$ cat config.mk
export PLATFORM = sky130hd
export DESIGN_NAME = switch_monitor_core
export DESIGN_NICKNAME = d
export VERILOG_FILES = /design/src/rtl/swm_pkg.sv /design/src/rtl/swm_spi_shift.sv /design/src/rtl/swm_cfg_regs.sv /design/src/rtl/swm_irq.sv /design/src/rtl/switch_monitor_core.sv
export SDC_FILE = /design/constraint.sdc
export NUM_CORES = 1
export LEC_CHECK = 0
export BUFFER_PORTS_ARGS = -buffer_cell sky130_fd_sc_hd__buf_2
export CAP_MARGIN = 20
export CORE_MARGIN = 2
export CORE_UTILIZATION = 57
export CTS_CLUSTER_SIZE = 40
export DETAILED_ROUTE_END_ITERATION = 8
export PLACE_DENSITY = 0.81
export SYNTH_ARGS = -nofsm -noshare
export SYNTH_HDL_FRONTEND = slang
export SYNTH_SLANG_ARGS = --single-unit
$ cat constraint.sdc
create_clock -name clk -period 2 [get_ports clk]
set_input_delay 0.2 -clock clk [delete_from_list [all_inputs] [get_ports clk]]
set_output_delay 0.2 -clock clk [all_outputs]
set_load 0.05 [all_outputs]
$ cat src/rtl/swm_pkg.sv
package swm_pkg;

    parameter int FRAME_W = 24;
    parameter int CMD_W   = 8;
    parameter int NSW     = 8;
    parameter int CHAN_W  = 5;
    localparam int PAY_W  = FRAME_W - CMD_W;
    localparam int CNT_W  = $clog2(FRAME_W + 2);

    typedef enum logic [CMD_W-1:0] {
        OP_POLARITY = 8'h01,
        OP_WAKE     = 8'h02,
        OP_WETTING  = 8'h03,
        OP_TIMER    = 8'h04,
        OP_TRISTATE = 8'h05,
        OP_CHANNEL  = 8'h06,
        OP_DEFAULTS = 8'h7F
    } opcode_e;

    typedef struct packed {
        logic [CMD_W-1:0] code;
        logic [PAY_W-1:0] payload;
    } frame_t;

    typedef struct packed {
        logic [NSW-1:0]    polarity;
        logic [NSW-1:0]    wake_en;
        logic [NSW-1:0]    wet_en;
        logic [NSW-1:0]    timer_en;
        logic [NSW-1:0]    tristate;
        logic [CHAN_W-1:0] chan_sel;
    } cfg_t;

    function automatic cfg_t cfg_defaults();
        cfg_t c;
        c.polarity = '1;
        c.wake_en  = '1;
        c.wet_en   = '1;
        c.timer_en = '1;
        c.tristate = '1;
        c.chan_sel = '0;
        return c;
    endfunction

    // closed switch reads 1 for either polarity
    function automatic logic [NSW-1:0] correct_state(input logic [NSW-1:0] raw,
                                                     input logic [NSW-1:0] pol);
        return raw ^ ~pol;
    endfunction

endpackage

$ cat src/rtl/swm_spi_shift.sv
module swm_spi_shift
    import swm_pkg::*;
#(
    parameter int SYNC_STAGES = 2
) (
    input  logic           clk,
    input  logic           rst,
    input  logic           sclk,
    input  logic           cs_n,
    input  logic           mosi,
    input  logic [NSW-1:0] status_in,
    output logic           miso,
    output logic           cs_low,
    output logic           cs_rise,
    output logic           frame_ok,
    output frame_t         frame
);

    localparam int ZPAD = FRAME_W - NSW;

    logic [SYNC_STAGES-1:0] sclk_sync, cs_sync, mosi_sync;
    logic sclk_s, cs_s, mosi_s, sclk_p, cs_p;

    always_ff @(posedge clk) begin
        if (rst) begin
            sclk_sync <= '0;
            cs_sync   <= '1;
            mosi_sync <= '0;
            sclk_p    <= 1'b0;
            cs_p      <= 1'b1;
        end else begin
            sclk_sync <= {sclk_sync[SYNC_STAGES-2:0], sclk};
            cs_sync   <= {cs_sync[SYNC_STAGES-2:0], cs_n};
            mosi_sync <= {mosi_sync[SYNC_STAGES-2:0], mosi};
            sclk_p    <= sclk_s;
            cs_p      <= cs_s;
        end
    end

    assign sclk_s = sclk_sync[SYNC_STAGES-1];
    assign cs_s   = cs_sync[SYNC_STAGES-1];
    assign mosi_s = mosi_sync[SYNC_STAGES-1];

    logic sclk_rise, sclk_fall, cs_fall;
    assign sclk_rise = sclk_s & ~sclk_p;
    assign sclk_fall = ~sclk_s & sclk_p;
    assign cs_fall   = cs_p & ~cs_s;
    assign cs_rise   = ~cs_p & cs_s;
    assign cs_low    = ~cs_s;

    logic [FRAME_W-1:0] rx_sr, tx_sr;
    logic [CNT_W-1:0]   edge_cnt;

    always_ff @(posedge clk) begin
        if (rst) begin
            rx_sr    <= '0;
            tx_sr    <= '0;
            edge_cnt <= '0;
            frame_ok <= 1'b0;
            frame    <= '0;
        end else begin
            frame_ok <= 1'b0;
            if (cs_fall) begin
                tx_sr    <= {{ZPAD{1'b0}}, status_in};
                rx_sr    <= '0;
                edge_cnt <= '0;
            end else if (!cs_s) begin
                if (sclk_rise) begin
                    rx_sr <= {rx_sr[FRAME_W-2:0], mosi_s};
                    if (edge_cnt != CNT_W'(FRAME_W + 1))
                        edge_cnt <= edge_cnt + 1'b1;
                end
                if (sclk_fall && edge_cnt != '0)
                    tx_sr <= {tx_sr[FRAME_W-2:0], 1'b0};
            end
            if (cs_rise) begin
                frame_ok <= (edge_cnt == CNT_W'(FRAME_W));
                frame    <= frame_t'(rx_sr);
            end
        end
    end

    assign miso = tx_sr[FRAME_W-1];


    frame_after_cs_chk: assert property (@(posedge clk) disable iff (rst)
        frame_ok |-> $past(cs_rise));


    tx_idle_hold_chk: assert property (@(posedge clk) disable iff (rst)
        (cs_s && $past(cs_s)) |-> $stable(tx_sr));

endmodule

$ cat src/rtl/swm_cfg_regs.sv
module swm_cfg_regs
    import swm_pkg::*;
(
    input  logic   clk,
    input  logic   rst,
    input  logic   frame_ok,
    input  frame_t frame,
    input  logic   wr_allow,
    output cfg_t   cfg
);

    always_ff @(posedge clk) begin
        if (rst) begin
            cfg <= cfg_defaults();
        end else if (frame_ok && wr_allow) begin
            case (frame.code)
                OP_POLARITY: cfg.polarity <= frame.payload[NSW-1:0];
                OP_WAKE:     cfg.wake_en  <= frame.payload[NSW-1:0];
                OP_WETTING:  cfg.wet_en   <= frame.payload[NSW-1:0];
                OP_TIMER:    cfg.timer_en <= frame.payload[NSW-1:0];
                OP_TRISTATE: cfg.tristate <= frame.payload[NSW-1:0];
                OP_CHANNEL:  cfg.chan_sel <= frame.payload[CHAN_W-1:0];
                OP_DEFAULTS: cfg <= cfg_defaults();
                default: ;
            endcase
        end
    end


    cfg_locked_chk: assert property (@(posedge clk) disable iff (rst)
        !(frame_ok && wr_allow) |=> $stable(cfg));

endmodule

$ cat src/rtl/swm_irq.sv
module swm_irq
    import swm_pkg::*;
(
    input  logic           clk,
    input  logic           rst,
    input  logic [NSW-1:0] state,
    input  logic [NSW-1:0] wake_en,
    input  logic           cs_low,
    input  logic           cs_rise,
    output logic           irq_n
);

    logic [NSW-1:0] state_q;
    logic           pend, held;
    logic [NSW-1:0] moved, closed;

    assign moved  = (state ^ state_q) & wake_en;
    assign closed = state & ~state_q & wake_en;

    always_ff @(posedge clk) begin
        if (rst) begin
            state_q <= '0;
            pend    <= 1'b0;
            held    <= 1'b0;
        end else begin
            state_q <= state;
            if (cs_rise) begin
                pend <= held | (|closed);
                held <= 1'b0;
            end else if (cs_low) begin
                if (|closed) held <= 1'b1;
            end else if (|moved) begin
                pend <= 1'b1;
            end
        end
    end

    assign irq_n = ~pend;


    irq_set_idle_chk: assert property (@(posedge clk) disable iff (rst)
        $rose(pend) |-> $past(!cs_low));


    irq_clear_end_chk: assert property (@(posedge clk) disable iff (rst)
        $fell(pend) |-> $past(cs_rise));


    irq_hold_chk: assert property (@(posedge clk) disable iff (rst)
        (cs_rise && held) |=> pend);

endmodule

$ cat src/rtl/switch_monitor_core.sv
module switch_monitor_core
    import swm_pkg::*;
(
    input  logic              clk,
    input  logic              rst,
    input  logic              normal_mode,
    input  logic              logic_pwr_ok,
    input  logic              spi_sclk,
    input  logic              spi_cs_n,
    input  logic              spi_mosi,
    output logic              spi_miso,
    input  logic [NSW-1:0]    sw_raw,
    output logic              irq_n,
    output logic [NSW-1:0]    cfg_polarity,
    output logic [NSW-1:0]    cfg_wake_en,
    output logic [NSW-1:0]    cfg_wet_en,
    output logic [NSW-1:0]    cfg_timer_en,
    output logic [NSW-1:0]    cfg_tristate,
    output logic [CHAN_W-1:0] cfg_chan_sel
);

    cfg_t           cfg;
    frame_t         frame;
    logic           frame_ok, cs_low, cs_rise;
    logic [NSW-1:0] sw_state;

    assign sw_state = correct_state(sw_raw, cfg.polarity);

    swm_spi_shift #(.SYNC_STAGES(2)) u_spi (
        .clk       (clk),
        .rst       (rst),
        .sclk      (spi_sclk),
        .cs_n      (spi_cs_n),
        .mosi      (spi_mosi),
        .status_in (sw_state),
        .miso      (spi_miso),
        .cs_low    (cs_low),
        .cs_rise   (cs_rise),
        .frame_ok  (frame_ok),
        .frame     (frame)
    );

    swm_cfg_regs u_regs (
        .clk      (clk),
        .rst      (rst),
        .frame_ok (frame_ok),
        .frame    (frame),
        .wr_allow (normal_mode & logic_pwr_ok),
        .cfg      (cfg)
    );

    swm_irq u_irq (
        .clk     (clk),
        .rst     (rst),
        .state   (sw_state),
        .wake_en (cfg.wake_en),
        .cs_low  (cs_low),
        .cs_rise (cs_rise),
        .irq_n   (irq_n)
    );

    assign cfg_polarity = cfg.polarity;
    assign cfg_wake_en  = cfg.wake_en;
    assign cfg_wet_en   = cfg.wet_en;
    assign cfg_timer_en = cfg.timer_en;
    assign cfg_tristate = cfg.tristate;
    assign cfg_chan_sel = cfg.chan_sel;

endmodule

---- Word-level counts from Yosys, hierarchy flattened ----
Index checks and enable logic that the tools add are counted.
word-level totals
  bits in registers ....................... 133
  logic and storage cells ................. 92
cells by class
  add/sub/neg operators ................... 1
  eq/ne operators ......................... 10
  muxes and demuxes ....................... 12
  bitwise logic cells ..................... 19
  reduce and logical (&&, ||, !) cells .... 29
operators with widths
  operator               count
  $pmux W8 S2            5
  $and A8 B8 Y8          3
  $eq A8 B3 Y1 const B   3
  $mux W8                3
  $reduce_and A2 Y1      11
  $reduce_bool A2 Y1     9
  $eq A8 B2 Y1 const B   2
  $not A8 Y8             2
  $reduce_or A8 Y1       2
  $xor A8 B8 Y8          2
  $pmux W5 S2            1
  $eq A8 B1 Y1 const B   1
  $eq A8 B7 Y1 const B   1
  $not A1 Y1             6
  $reduce_or A2 Y1       3
  $add A5 B1 Y5 const B  1
  $and A1 B1 Y1          5
  $eq A5 B5 Y1 const B   1
  $ne A5 B5 Y1 const B   1
  $reduce_bool A5 Y1     1
  $mux W1                3
  $reduce_and A3 Y1      1
  $logic_and A1 B1 Y1    2
  $ne A2 B2 Y1 const B   1
  $or A1 B1 Y1           1

---- Depth between registers and ports, before layout ----
  depth in word-level cells ............... 8
  gate-level depth with buffers ........... 7
  depth with buffers taken out ............ 6

---- Modules after synthesis ----
From an unflattened synthesis, not the netlist that was laid out.
second synthesis, totals
  cell total of the unflattened synthesis .. 632
  area total of the unflattened synthesis .. 5620.4 sq um
modules (own cells, without submodules)
  module               times used  cells an instance  area each (sq um)  sequential area each (sq um)
  swm_spi_shift        1           385                3188.1             1721.7
  swm_cfg_regs         1           179                1828.0             900.9
  swm_irq              1           59                 528.0              200.2
  switch_monitor_core  1           9                  76.3               0.0

---- Worst setup path before layout ----
OpenSTA, ideal clock, no wires.
  path type ............................... register to register
  from .................................... reg, netlist name u_regs.cfg[41]
  to ...................................... reg u_irq.pend
  library setup time ...................... 114 ps
  arrival time ............................ 1695 ps
  setup slack ............................. 190 ps
  stages on the path, launching flop included .. 7
  path buffers ............................ 0
  cells stage by stage .................... dfxtp_1 > xnor2_1 > ha_1 > nand2b_1 > o2111ai_1 > nor4_1 > a2111oi_0
between the ends
  cells in the longest elaborated chain, start to end .. 7
RTL lines
  element                                                    RTL line                      RTL
  $not A8 Y8 *                                               swm_pkg.sv:48                 return raw ^ ~pol;
  $xor A8 B8 Y8 *                                            swm_pkg.sv:48
  named net sw_state[4]                                      switch_monitor_core.sv:25     logic [NSW-1:0] sw_state;
  $and A8 B8 Y8 / $xor A8 B8 Y8 (equally long branches)      swm_irq.sv:18, swm_irq.sv:17
  $and A8 B8 Y8, on equally long branches                    swm_irq.sv:18, swm_irq.sv:17
  $reduce_or A8 Y1, on equally long branches                 swm_irq.sv:28, swm_irq.sv:32
  $or A1 B1 Y1 / $reduce_bool A2 Y1 (equally long branches)  n/a
  $mux W1 / $reduce_and A2 Y1 (equally long branches)        n/a
  end signal: assignment                                     swm_irq.sv:28                 pend <= held | (|closed);
  end: declaration                                           swm_irq.sv:14                 logic pend, held;
Mark *: on every way through the listed nets, which the timed path passes. The rest lies on a longest branch.
A chain may end at the register's enable or synchronous reset.

---- Final worst setup path ----
  from .................................... reg, netlist name u_spi.frame[19]
  to ...................................... reg, netlist name u_regs.cfg[32]
between the ends
  cells in the longest elaborated chain, start to end .. 3
RTL lines
  element                                              RTL line            RTL
  $eq A8 B2 Y1 / $eq A8 B7 Y1 (equally long branches)  swm_cfg_regs.sv:16  case (frame.code)
  $reduce_bool A2 Y1 (no source line)                  n/a
  $reduce_and A2 Y1 (no source line)                   n/a
Parallel ways exist; a longest one is shown, timed or not.

==> metrics.txt <==
# TYPE chip_impl_metric gauge
chip_impl_metric{name="sum_of_net_half_perimeters_after_detailed_placement",unit="um"} 7440
chip_impl_metric{name="power.switching_fraction",unit=""} 0.201
chip_impl_metric{name="grt_pass1_vias",unit=""} 4092
chip_impl_metric{name="postSynthRegisterBits",unit=""} 133
chip_impl_metric{name="stdcell_count",unit=""} 782
chip_impl_metric{name="clk_pin_slew_worst_paths",unit="ns"} 0.06
chip_impl_metric{name="die_height",unit="um"} 100
chip_impl_metric{name="cts_buffer_depth",unit=""} 2
chip_impl_metric{name="finished_core_util",unit=""} 0.690
chip_impl_metric{name="power_report.internal_total",unit="mW"} 4.80
chip_impl_info{name="setup.worst_path.class",value="flip-flop to flip-flop"} 1
chip_impl_metric{name="critical_path_arrival",unit="ns"} 2.37
chip_impl_metric{name="design.die.area",unit="mm^2"} 0.0100
chip_impl_metric{name="pwr-share-comb",unit=""} 0.035
chip_impl_info{name="dominantRegCellSynth",value="dfxtp_1"} 1
chip_impl_metric{name="io_buffer_count",unit=""} 61
chip_impl_info{name="startpoint_type",value="flip-flop"} 1
chip_impl_info{name="crit_reg_reg_startpoint",value="u_spi.frame[19]"} 1
chip_impl_metric{name="post_synth.cell_area_avg",unit="um^2"} 8.85
chip_impl_metric{name="vias",unit=""} 4283
chip_impl_metric{name="initial_utilization",unit=""} 0.577
chip_impl_metric{name="fin_crit",unit="ns"} 1.93
chip_impl_metric{name="number_of_antenna_violations_at_the_first_check_in_global_routing",unit=""} 0
chip_impl_metric{name="routed_wirelength",unit="um"} 11700
chip_impl_metric{name="synthDistinctLibCells",unit=""} 40
chip_impl_metric{name="die-width",unit="um"} 100
chip_impl_metric{name="core-area",unit="mm^2"} 0.00911
chip_impl_metric{name="fmax",unit="GHz"} 0.518
chip_impl_info{name="worst_hold_path_class",value="input pin to flip-flop"} 1
chip_impl_metric{name="power_frac_clock",unit=""} 0.518
chip_impl_metric{name="final.setup.tns",unit="ns"} 0
chip_impl_metric{name="rrSetupSlack",unit="ns"} 0.07
chip_impl_metric{name="area_growth",unit="%"} 19.5
chip_impl_metric{name="synth-seq-area-share",unit=""} 0.506
chip_impl_metric{name="yosysWarnings",unit=""} 0
chip_impl_info{name="rsz0062_at_grt",value="no"} 1
chip_impl_metric{name="fillCellCount",unit=""} 616
chip_impl_metric{name="grt_remaining_overflow",unit=""} 0
chip_impl_metric{name="relSlewSlack",unit=""} 0.567
chip_impl_metric{name="slew_violations",unit=""} 0
chip_impl_metric{name="synth_edf_count",unit=""} 0
chip_impl_metric{name="final-hold-violation-count",unit=""} 0
chip_impl_metric{name="remaining_drc_errors",unit=""} 0
chip_impl_info{name="endpoint_of_the_worst_slack_reg_to_reg_timing_path",value="u_regs.cfg[32]"} 1
chip_impl_metric{name="grt_use_total",unit=""} 0.246
chip_impl_metric{name="floorplan.io_pins",unit=""} 62
chip_impl_metric{name="syn-cell-area",unit="mm^2"} 0.00526
chip_impl_metric{name="num_rows",unit=""} 35
chip_impl_metric{name="timing.clock.skew",unit="ns"} 0.00786
chip_impl_metric{name="worst_setup_slack_before_clock_tree_synthesis",unit="ns"} 0.0872
chip_impl_info{name="layout_common_cells",value="140 x nand2_1, 133 x dfxtp_1, 64 x nor2_1"} 1
chip_impl_metric{name="gpl.final_weighted_congestion",unit=""} 0.846
chip_impl_metric{name="avg_wl_per_cell",unit="um"} 15.0
chip_impl_metric{name="post-route-worst-setup-slack",unit="ns"} 0.0680
chip_impl_metric{name="p_leak",unit="nW"} 2.34
chip_impl_metric{name="peakVddDrop",unit="mV"} 0.525
chip_impl_metric{name="final-setup-viol-count",unit=""} 0
chip_impl_info{name="root_buffer",value="clkbuf_8"} 1
chip_impl_info{name="crit_start",value="u_spi.frame[19]"} 1
chip_impl_metric{name="num-nets-final",unit=""} 684
chip_impl_metric{name="dpl_cell_area",unit="mm^2"} 0.00566
chip_impl_metric{name="mappedNetlistNets",unit=""} 620
chip_impl_metric{name="route.detailed.vias_per_inst",unit=""} 5.48
chip_impl_metric{name="p_per_cell_area",unit="mW/mm^2"} 956
chip_impl_metric{name="antenna_cells_inserted",unit=""} 0
chip_impl_metric{name="place_inst",unit=""} 747
chip_impl_metric{name="synth-async-reset-ratio",unit=""} 0
chip_impl_metric{name="drt_iter0_markers",unit=""} 243
chip_impl_metric{name="worst_slew_pin_slew",unit="ns"} 0.650
chip_impl_metric{name="cts_repair_resize_count",unit=""} 0
chip_impl_metric{name="worst-path-max-fanout",unit=""} 8
chip_impl_info{name="crit_path_end",value="u_regs.cfg[32]"} 1
chip_impl_metric{name="maxCapViolCount",unit=""} 0
chip_impl_info{name="outcome",value="finished clean"} 1
chip_impl_metric{name="grt_start_max_net_pins",unit=""} 46
chip_impl_metric{name="timing.final.crit_share",unit=""} 0.966
chip_impl_metric{name="clock_sink_count",unit=""} 133
chip_impl_metric{name="whs_path_depth",unit=""} 3
chip_impl_info{name="final_common_cell",value="nand2_1"} 1
chip_impl_metric{name="reg2regPathDepth",unit=""} 4
chip_impl_info{name="crit_path_end_kind",value="flip-flop"} 1
chip_impl_metric{name="layout-drive-gt1-share",unit=""} 0.182
chip_impl_metric{name="post_cts.repair.setup_buffers",unit=""} 0
chip_impl_metric{name="final_cell_area",unit="mm^2"} 0.00628
chip_impl_metric{name="postSynthCellCount",unit=""} 594
chip_impl_metric{name="seq_power_share",unit=""} 0.448
chip_impl_info{name="clock_tree_from_tritoncts",value="yes"} 1
chip_impl_metric{name="cts_inserted_buffers",unit=""} 17
chip_impl_metric{name="cts-htree-levels",unit=""} 4
chip_impl_metric{name="grt_first_pass_wirelength",unit="um"} 19400
chip_impl_metric{name="final_antenna_net_count",unit=""} 0
chip_impl_metric{name="clock_insertion_delay_worst_skew",unit="ns"} 0.51
chip_impl_metric{name="worstPathRequired",unit="ns"} 2.44
chip_impl_metric{name="drtPass1Iterations",unit=""} 5
chip_impl_metric{name="netsw",unit="mW"} 1.21
[how the worst min path moves through the flow]
stage	from	to	slack [ns]
2_1_floorplan	spi_cs_n	u_spi.cs_sync[0]	0.30
3_3_place_gp	u_spi.cs_sync[0]	u_spi.cs_sync[1]	0.40
3_5_place_dp	spi_cs_n	u_spi.cs_sync[0]	0.40
4_1_cts	sw_raw[5]	u_irq.state_q[5]	0.04
5_1_grt	sw_raw[5]	u_irq.state_q[5]	0.06
6_report	sw_raw[5]	u_irq.state_q[5]	0.05
[per-layer routing]
layer  wire (um)  vias up  GRT usage
li1            -     2096          -
met1        5080     2029      0.307
met2        5770      132      0.402
met3         624       26     0.0641
met4         231        0      0.109
met5           0        -          0
[cell usage after synthesis (all sizes together), types with 2 or more instances]
master,count,share of area
a21oi,63,0.069
a22oi,5,0.0071
a311oi,7,0.012
buf,3,0.0029
clkbuf,27,0.021
dfxtp,133,0.51
dlygate4sd1,3,0.0050
ha,11,0.026
inv,15,0.011
mux2i,45,0.086
nand2,140,0.10
nand2b,12,0.014
nand3,11,0.010
nand4,3,0.0036
nor2,64,0.046
nor2b,15,0.018
nor3,2,0.0019
o2111ai,2,0.0045
or2,5,0.0059
or3,3,0.0064
xnor2,9,0.015
xor2,3,0.0050
[registers in the layout (all words and copies together), names as in the netlist]
| name | cells |
|---|---|
| u_spi.frame_ok | 1 |
| u_spi.frame | 16 |
| u_spi.cs_sync | 2 |
| u_regs.cfg | 45 |
| u_irq.pend | 1 |
| u_spi.edge_cnt | 5 |
| u_spi.sclk_p | 1 |
| u_spi.mosi_sync | 2 |
| u_irq.held | 1 |
| u_irq.state_q | 8 |
| u_spi.sclk_sync | 2 |
| u_spi.tx_sr | 24 |
| u_spi.rx_sr | 24 |
| u_spi.cs_p | 1 |
[worst max-delay path: stages, from the launching register on]
cell,delay [ns]
dfxtp_1,0.31
or4_4,0.58
or3_4,0.37
a21oi_4,0.35
mux2i_1,0.24
[power groups by stage]
| stage | sequential [mW] | combinational, mW | clock (mW) |
|---|---|---|---|
| global placement | 2.74 | 0.193 | 0 |
| finish | 2.69 | 0.208 | 3.11 |
| detailed placement | 2.75 | 0.198 | 0 |
| global route | 2.69 | 0.228 | 3.28 |
| floorplan | 2.74 | 0.137 | 0 |
| CTS | 2.69 | 0.208 | 3.14 |
[through the flow]
step / total power [mW] / hold slack (ns)
global route: 6.20 / 0.0649
CTS: 6.04 / 0.0388
global placement: 2.94 / 0.397
floorplan: 2.88 / 0.304
finish: 6.01 / 0.0525
detailed placement: 2.94 / 0.396
[repair_timing]
| item | CTS | global route |
|---|---|---|
| hold endpoints to repair | 3 | 0 |
| setup endpoints to repair | 0 | 2 |
| hold buffers | 3 | 0 |
[kinds of logic (layout without fill, tap and decap cells)]
family                     Yosys count  count (layout)  share of synthesized area
buffers and inverters               48             125                     0.0400
DFF                                133             133                      0.506
AOI/OAI and AO/OA                   83              83                      0.104
and+or+nand+nor                    262             262                      0.218
muxes                               45              45                     0.0857
adders and majority gates           11              11                     0.0262
xor gates and xnor gates            12              12                     0.0200
[layout make-up]
cell class                 count  area (um^2)  share of cell area
sequential                   133         2660               0.424
multi-input combinational    413         2390               0.380
clock inverter                10          154              0.0245
tap                          111          139              0.0221
inverter                      15         56.3             0.00896
timing repair buffer          78          440              0.0701
clock buffer                  22          443              0.0705
Note: power is estimated with default switching activity, not from simulation.
